## config.mk

```make
export PLATFORM = sky130hd
export DESIGN_NAME = booth_seq_mul
export DESIGN_NICKNAME = d
export VERILOG_FILES = /design/src/rtl/booth_mul_pkg.sv /design/src/rtl/booth_recoder.sv /design/src/rtl/booth_datapath.sv /design/src/rtl/booth_control.sv /design/src/rtl/booth_seq_mul.sv
export SDC_FILE = /design/constraint.sdc
export NUM_CORES = 1
export LEC_CHECK = 0
export ABC_CLOCK_PERIOD_IN_PS = 5800
export BUFFER_PORTS_ARGS = -buffer_cell sky130_fd_sc_hd__buf_4
export CAP_MARGIN = 20
export CORE_MARGIN = 3
export CORE_UTILIZATION = 29
export DETAILED_ROUTE_END_ITERATION = 7
export PLACE_DENSITY = 0.46
export SETUP_SLACK_MARGIN = 0.2
export SYNTH_ARGS = -nofsm -noshare
export SYNTH_HDL_FRONTEND = slang
export SYNTH_SLANG_ARGS = --single-unit
export TNS_END_PERCENT = 50
```

## constraint.sdc

```tcl
create_clock -name clk -period 5.8 [get_ports clk]
set_input_delay 0.29 -clock clk [delete_from_list [all_inputs] [get_ports clk]]
set_output_delay 0.29 -clock clk [all_outputs]
set_load 0.05 [all_outputs]
```

## src/rtl/booth_mul_pkg.sv

```systemverilog
package booth_mul_pkg;

  typedef struct packed {
    logic load;
    logic step;
    logic capture;
  } mulStrobe_t;

  typedef enum logic [1:0] {
    OP_HOLD = 2'd0,
    OP_ADD  = 2'd1,
    OP_SUB  = 2'd2
  } boothOp_t;

  typedef enum logic [1:0] {
    ST_IDLE   = 2'd0,
    ST_RUN    = 2'd1,
    ST_FINISH = 2'd2
  } mulState_t;

endpackage

```

## src/rtl/booth_recoder.sv

```systemverilog
module booth_recoder
  import booth_mul_pkg::*;
(
  input  logic     curBit,
  input  logic     rightBit,
  output boothOp_t op
);

  always_comb begin
    unique case ({curBit, rightBit})
      2'b10:   op = OP_SUB;
      2'b01:   op = OP_ADD;
      default: op = OP_HOLD;
    endcase
  end

endmodule

```

## src/rtl/booth_datapath.sv

```systemverilog
module booth_datapath
  import booth_mul_pkg::*;
#(
  parameter int WIDTH = 8
) (
  input  logic               clk,
  input  logic               rstN,
  input  mulStrobe_t         strobe,
  input  logic [WIDTH-1:0]   mcandIn,
  input  logic [WIDTH-1:0]   mplierIn,
  output logic [2*WIDTH-1:0] resultOut
);

  localparam int AccW = WIDTH + 1;

  logic [AccW-1:0]    accHi;
  logic [AccW-1:0]    mcandExt;
  logic [WIDTH-1:0]   accLo;
  logic               guardBit;
  logic [AccW-1:0]    sumHi;
  logic [2*WIDTH-1:0] resultReg;
  boothOp_t           stepOp;

  booth_recoder recoder (
    .curBit  (accLo[0]),
    .rightBit(guardBit),
    .op      (stepOp)
  );

  always_comb begin
    unique case (stepOp)
      OP_ADD:  sumHi = accHi + mcandExt;
      OP_SUB:  sumHi = accHi - mcandExt;
      default: sumHi = accHi;
    endcase
  end

  always_ff @(posedge clk or negedge rstN) begin
    if (!rstN) begin
      accHi    <= '0;
      accLo    <= '0;
      guardBit <= 1'b0;
      mcandExt <= '0;
    end else if (strobe.load) begin
      accHi    <= '0;
      accLo    <= mplierIn;
      guardBit <= 1'b0;
      mcandExt <= {mcandIn[WIDTH-1], mcandIn};
    end else if (strobe.step) begin
      accHi    <= {sumHi[AccW-1], sumHi[AccW-1:1]};
      accLo    <= {sumHi[0], accLo[WIDTH-1:1]};
      guardBit <= accLo[0];
    end
  end

  always_ff @(posedge clk or negedge rstN) begin
    if (!rstN) begin
      resultReg <= '0;
    end else if (strobe.capture) begin
      resultReg <= {accHi[WIDTH-1:0], accLo};
    end
  end

  assign resultOut = resultReg;

endmodule

```

## src/rtl/booth_control.sv

```systemverilog
module booth_control
  import booth_mul_pkg::*;
#(
  parameter int WIDTH = 8
) (
  input  logic       clk,
  input  logic       rstN,
  input  logic       start,
  output mulStrobe_t strobe,
  output logic       doneOut
);

  localparam int CntW = $clog2(WIDTH + 1);
  localparam logic [CntW-1:0] LastStep = CntW'(WIDTH - 1);

  mulState_t      state;
  logic [CntW-1:0] stepCnt;
  logic           doneReg;

  always_comb begin
    strobe.load    = (state == ST_IDLE) && start;
    strobe.step    = (state == ST_RUN);
    strobe.capture = (state == ST_FINISH);
  end

  always_ff @(posedge clk or negedge rstN) begin
    if (!rstN) begin
      state   <= ST_IDLE;
      stepCnt <= '0;
      doneReg <= 1'b0;
    end else begin
      doneReg <= (state == ST_FINISH);
      unique case (state)
        ST_IDLE: begin
          stepCnt <= '0;
          if (start) state <= ST_RUN;
        end
        ST_RUN: begin
          stepCnt <= stepCnt + 1'b1;
          if (stepCnt == LastStep) state <= ST_FINISH;
        end
        ST_FINISH: state <= ST_IDLE;
        default:   state <= ST_IDLE;
      endcase
    end
  end

  assign doneOut = doneReg;

endmodule

```

## src/rtl/booth_seq_mul.sv

```systemverilog
module booth_seq_mul
  import booth_mul_pkg::*;
#(
  parameter int WIDTH = 8
) (
  input  logic               clk,
  input  logic               rstN,
  input  logic               start,
  input  logic [WIDTH-1:0]   multiplicand,
  input  logic [WIDTH-1:0]   multiplier,
  output logic [2*WIDTH-1:0] product,
  output logic               done
);

  mulStrobe_t strobe;

  booth_control #(.WIDTH(WIDTH)) ctrl (
    .clk    (clk),
    .rstN   (rstN),
    .start  (start),
    .strobe (strobe),
    .doneOut(done)
  );

  booth_datapath #(.WIDTH(WIDTH)) dpath (
    .clk      (clk),
    .rstN     (rstN),
    .strobe   (strobe),
    .mcandIn  (multiplicand),
    .mplierIn (multiplier),
    .resultOut(product)
  );

endmodule

```

==> results.yml <==
critical_path:
  r2r_slack_ns: 3.11
  cp.arrival_ns: 2.91
  reg2reg_from: "dpath.accLo[0]"
  cp_max_fo: 8
  end_kind: "flop"
  critPathRequiredTime_ns: 6.02
  start_kind: "flop"
  reg2regPathDepth: 9
  cp-startpoint: "dpath.accLo[0]"
  worst_r2r_endpoint: "dpath.accHi[6]"
  setup.worst_path.class: "flop to flop"
  cp-endpoint: "dpath.accHi[6]"
sta:
  max_slew.worst_pin.slew_ns: 0.889
  setup_viol: 0
  setup_tns_ns: 0
  whs_ns: -0.0191
  relSlewSlack: 0.408
  clock.fmax_mhz: 371
  period_share: 0.464
  final.setup.worst_slack_ns: 3.11
  hold_viol: 27
  skew_ns: 0.0114
  min_period_ns: 2.69
  rsz0062_at_grt: "no"
  slew_viol_final: 0
power_and_ir_drop:
  vdd_drop_max_mv: 0.179
  power.leakage_uw: 0.00137
  powerDensity_mw_per_mm2: 687
synth:
  ys_types: 42
  yosys.area.top_type: "dfrtp_1"
  synth_most_common_cell: "dfrtp_1"
  synthTopCellsByArea: "dfrtp_1 (48%), mux2_2 (9.0%), ha_1 (5.5%), o21ai_0 (4.6%), nand2_1 (3.6%)"
  synth.net_count: 270
  synthFlopType: "dfrtp_1"
  yosysSeqAreaShare: 0.481
  synth_top_area_share: 0.481
  synth_edf_count: 0
  syn_inst: 239
  avgSynthCellArea_sq_um: 10.4
  async_reset_ff_frac: 1.00
  synth_commonest_cells: "dfrtp_1 (48), nand2_1 (24), o21ai_0 (23)"
  synth-seq-cells: 48
  synth_warnings: 0
  syn_area_sq_mm: 0.00250
routing:
  drt_wl_total_um: 5450
  dr.pass1.iters: 4
  drc: 0
  drtIter0Drc: 124
  num_vias: 1836
  ant_nets: 0
  vias_per_cell: 4.87
  routedWlPerCell_um: 14.4
global_route:
  grt_pass1_wl_um: 9470
  grt-busiest-layer: "met1"
  antenna_found_initial: 0
  grt_pass1_vias: 1812
  use_met3: 0.0248
  met2_usage: 0.172
  globalRouteOverflowTotal: 0
  grt_use_met1: 0.178
  grt_max_degree: 49
  grt_usage: 0.120
clocking:
  cts_buffer_depth: 2
  post_cts_resized: 0
  post-cts-setup-buffers: 0
  htreeDepth: 2
  cts_made_buffers: 5
  clkTransAtPathRegs_ns: 0.10
  cts_tree: "yes"
  holdBufCountCts: 0
  cts_root_buffer: "clkbuf_8"
  clk_latency_ns: 0.31
  cts_sinks: 48
placed_design:
  portBuffers: 35
  pre_cts_ws_ns: 3.14
  dp_cells: 369
  gp_congestion: 0.774
  dp_hpwl_um: 3850
finish:
  drive_gt1_frac: 0.257
  layout.cells.non_filler: 377
  post-route-util: 0.355
  area_growth_pct: 18.2
  antenna_cells: 0
  nets: 302
floorplan:
  rows: 33
  coreArea_sq_mm: 0.00830
  ioPinCount: 36
  start_util: 0.301
  die_h_um: 98.8
  dieWidth_um: 98.8
  die-area_sq_mm: 0.00976
run_status:
  status: "finished, violations left"
  violations: "hold timing"
worst_hold_path:
  hold_path_class: "input pin to async pin"
job:
  maxCapViolCount: 0
how the worst min path moves through the flow:
stage,startpoint,to,slack (ns),cells after the start
floorplan,rstN,ctrl.doneOut,-0.006,0
global placement,rstN,dpath.resultOut[13],0.36,1
detailed placement,rstN,dpath.resultOut[13],0.36,1
CTS,rstN,dpath.resultOut[8],0.01,1
global route,rstN,dpath.resultOut[8],0.04,1
finish,rstN,dpath.resultOut[13],-0.02,1
sequential cells by signal, summed over array words and instances (netlist names):
signal / flops
ctrl.doneOut: 1
ctrl.state: 2
ctrl.stepCnt: 4
dpath.accHi: 8
dpath.accLo: 8
dpath.guardBit: 1
dpath.mcandExt: 8
dpath.resultOut: 16
metal layers:
layer	routed length, um	vias up
li1	-	922
met1	2800	876
met2	2330	31
met3	217	7
met4	102	0
met5	0	-
final cells by class:
class,count,area [sq um]
fill,847,5350
clock buffer,6,82.6
clock inverter,2,15.0
tap,105,131
sequential,48,1200
inverter,9,33.8
timing repair buffer,37,278
multi-input combinational,170,1210
cell usage in the layout (no fill, tap or decap), types with 3 or more instances in the layout:
cell type	netlist	layout
dfrtp_1	48	48
buf_4	0	37
nand2_1	24	24
o21ai_0	23	23
mux2_2	20	20
nor2_1	13	13
ha_1	11	11
inv_1	9	9
a21oi_1	9	9
nor3_1	7	7
a22oi_1	7	7
xnor2_1	6	6
clkbuf_8	0	6
nand2b_1	5	5
o21a_1	3	3
a32oi_1	3	3
nor2b_1	3	3
a22o_1	3	3
mux2i_1	3	3
stage by stage:
stage          power (uW)  instance area, sq um
2_1_floorplan        1540                  2500
3_3_place_gp         1810                  2850
3_5_place_dp         1820                  2850
4_1_cts              2040                  2950
5_1_grt              2220                  2950
6_report             2030                  2950
cell families after synthesis:
logic type,synth area share
AND/OR/NAND/NOR,0.127
buffers and inverters,0.0346
XOR/XNOR,0.0246
multiplexers,0.102
adder cells (fa/ha/maj),0.0632
flip-flops,0.481
AO/OA/AOI/OAI,0.167
power by group:
part	switching, uW	leakage (uW)	internal, uW
logic	662	0.000715	527
clock network	122	0.0000434	96.7
registers	139	0.000612	481
total	923	0.00137	1100
worst max-delay path, stage by stage, from the launching register on:
cell	delay, ns
dfrtp_1	0.43
ha_1	0.36
mux2_2	0.41
inv_1	0.07
ha_1	0.22
nor2b_4	0.13
o211a_1	0.23
o2111a_1	0.28
o31a_1	0.27
o31ai_1	0.19
Power figures use the tool's default switching activity.
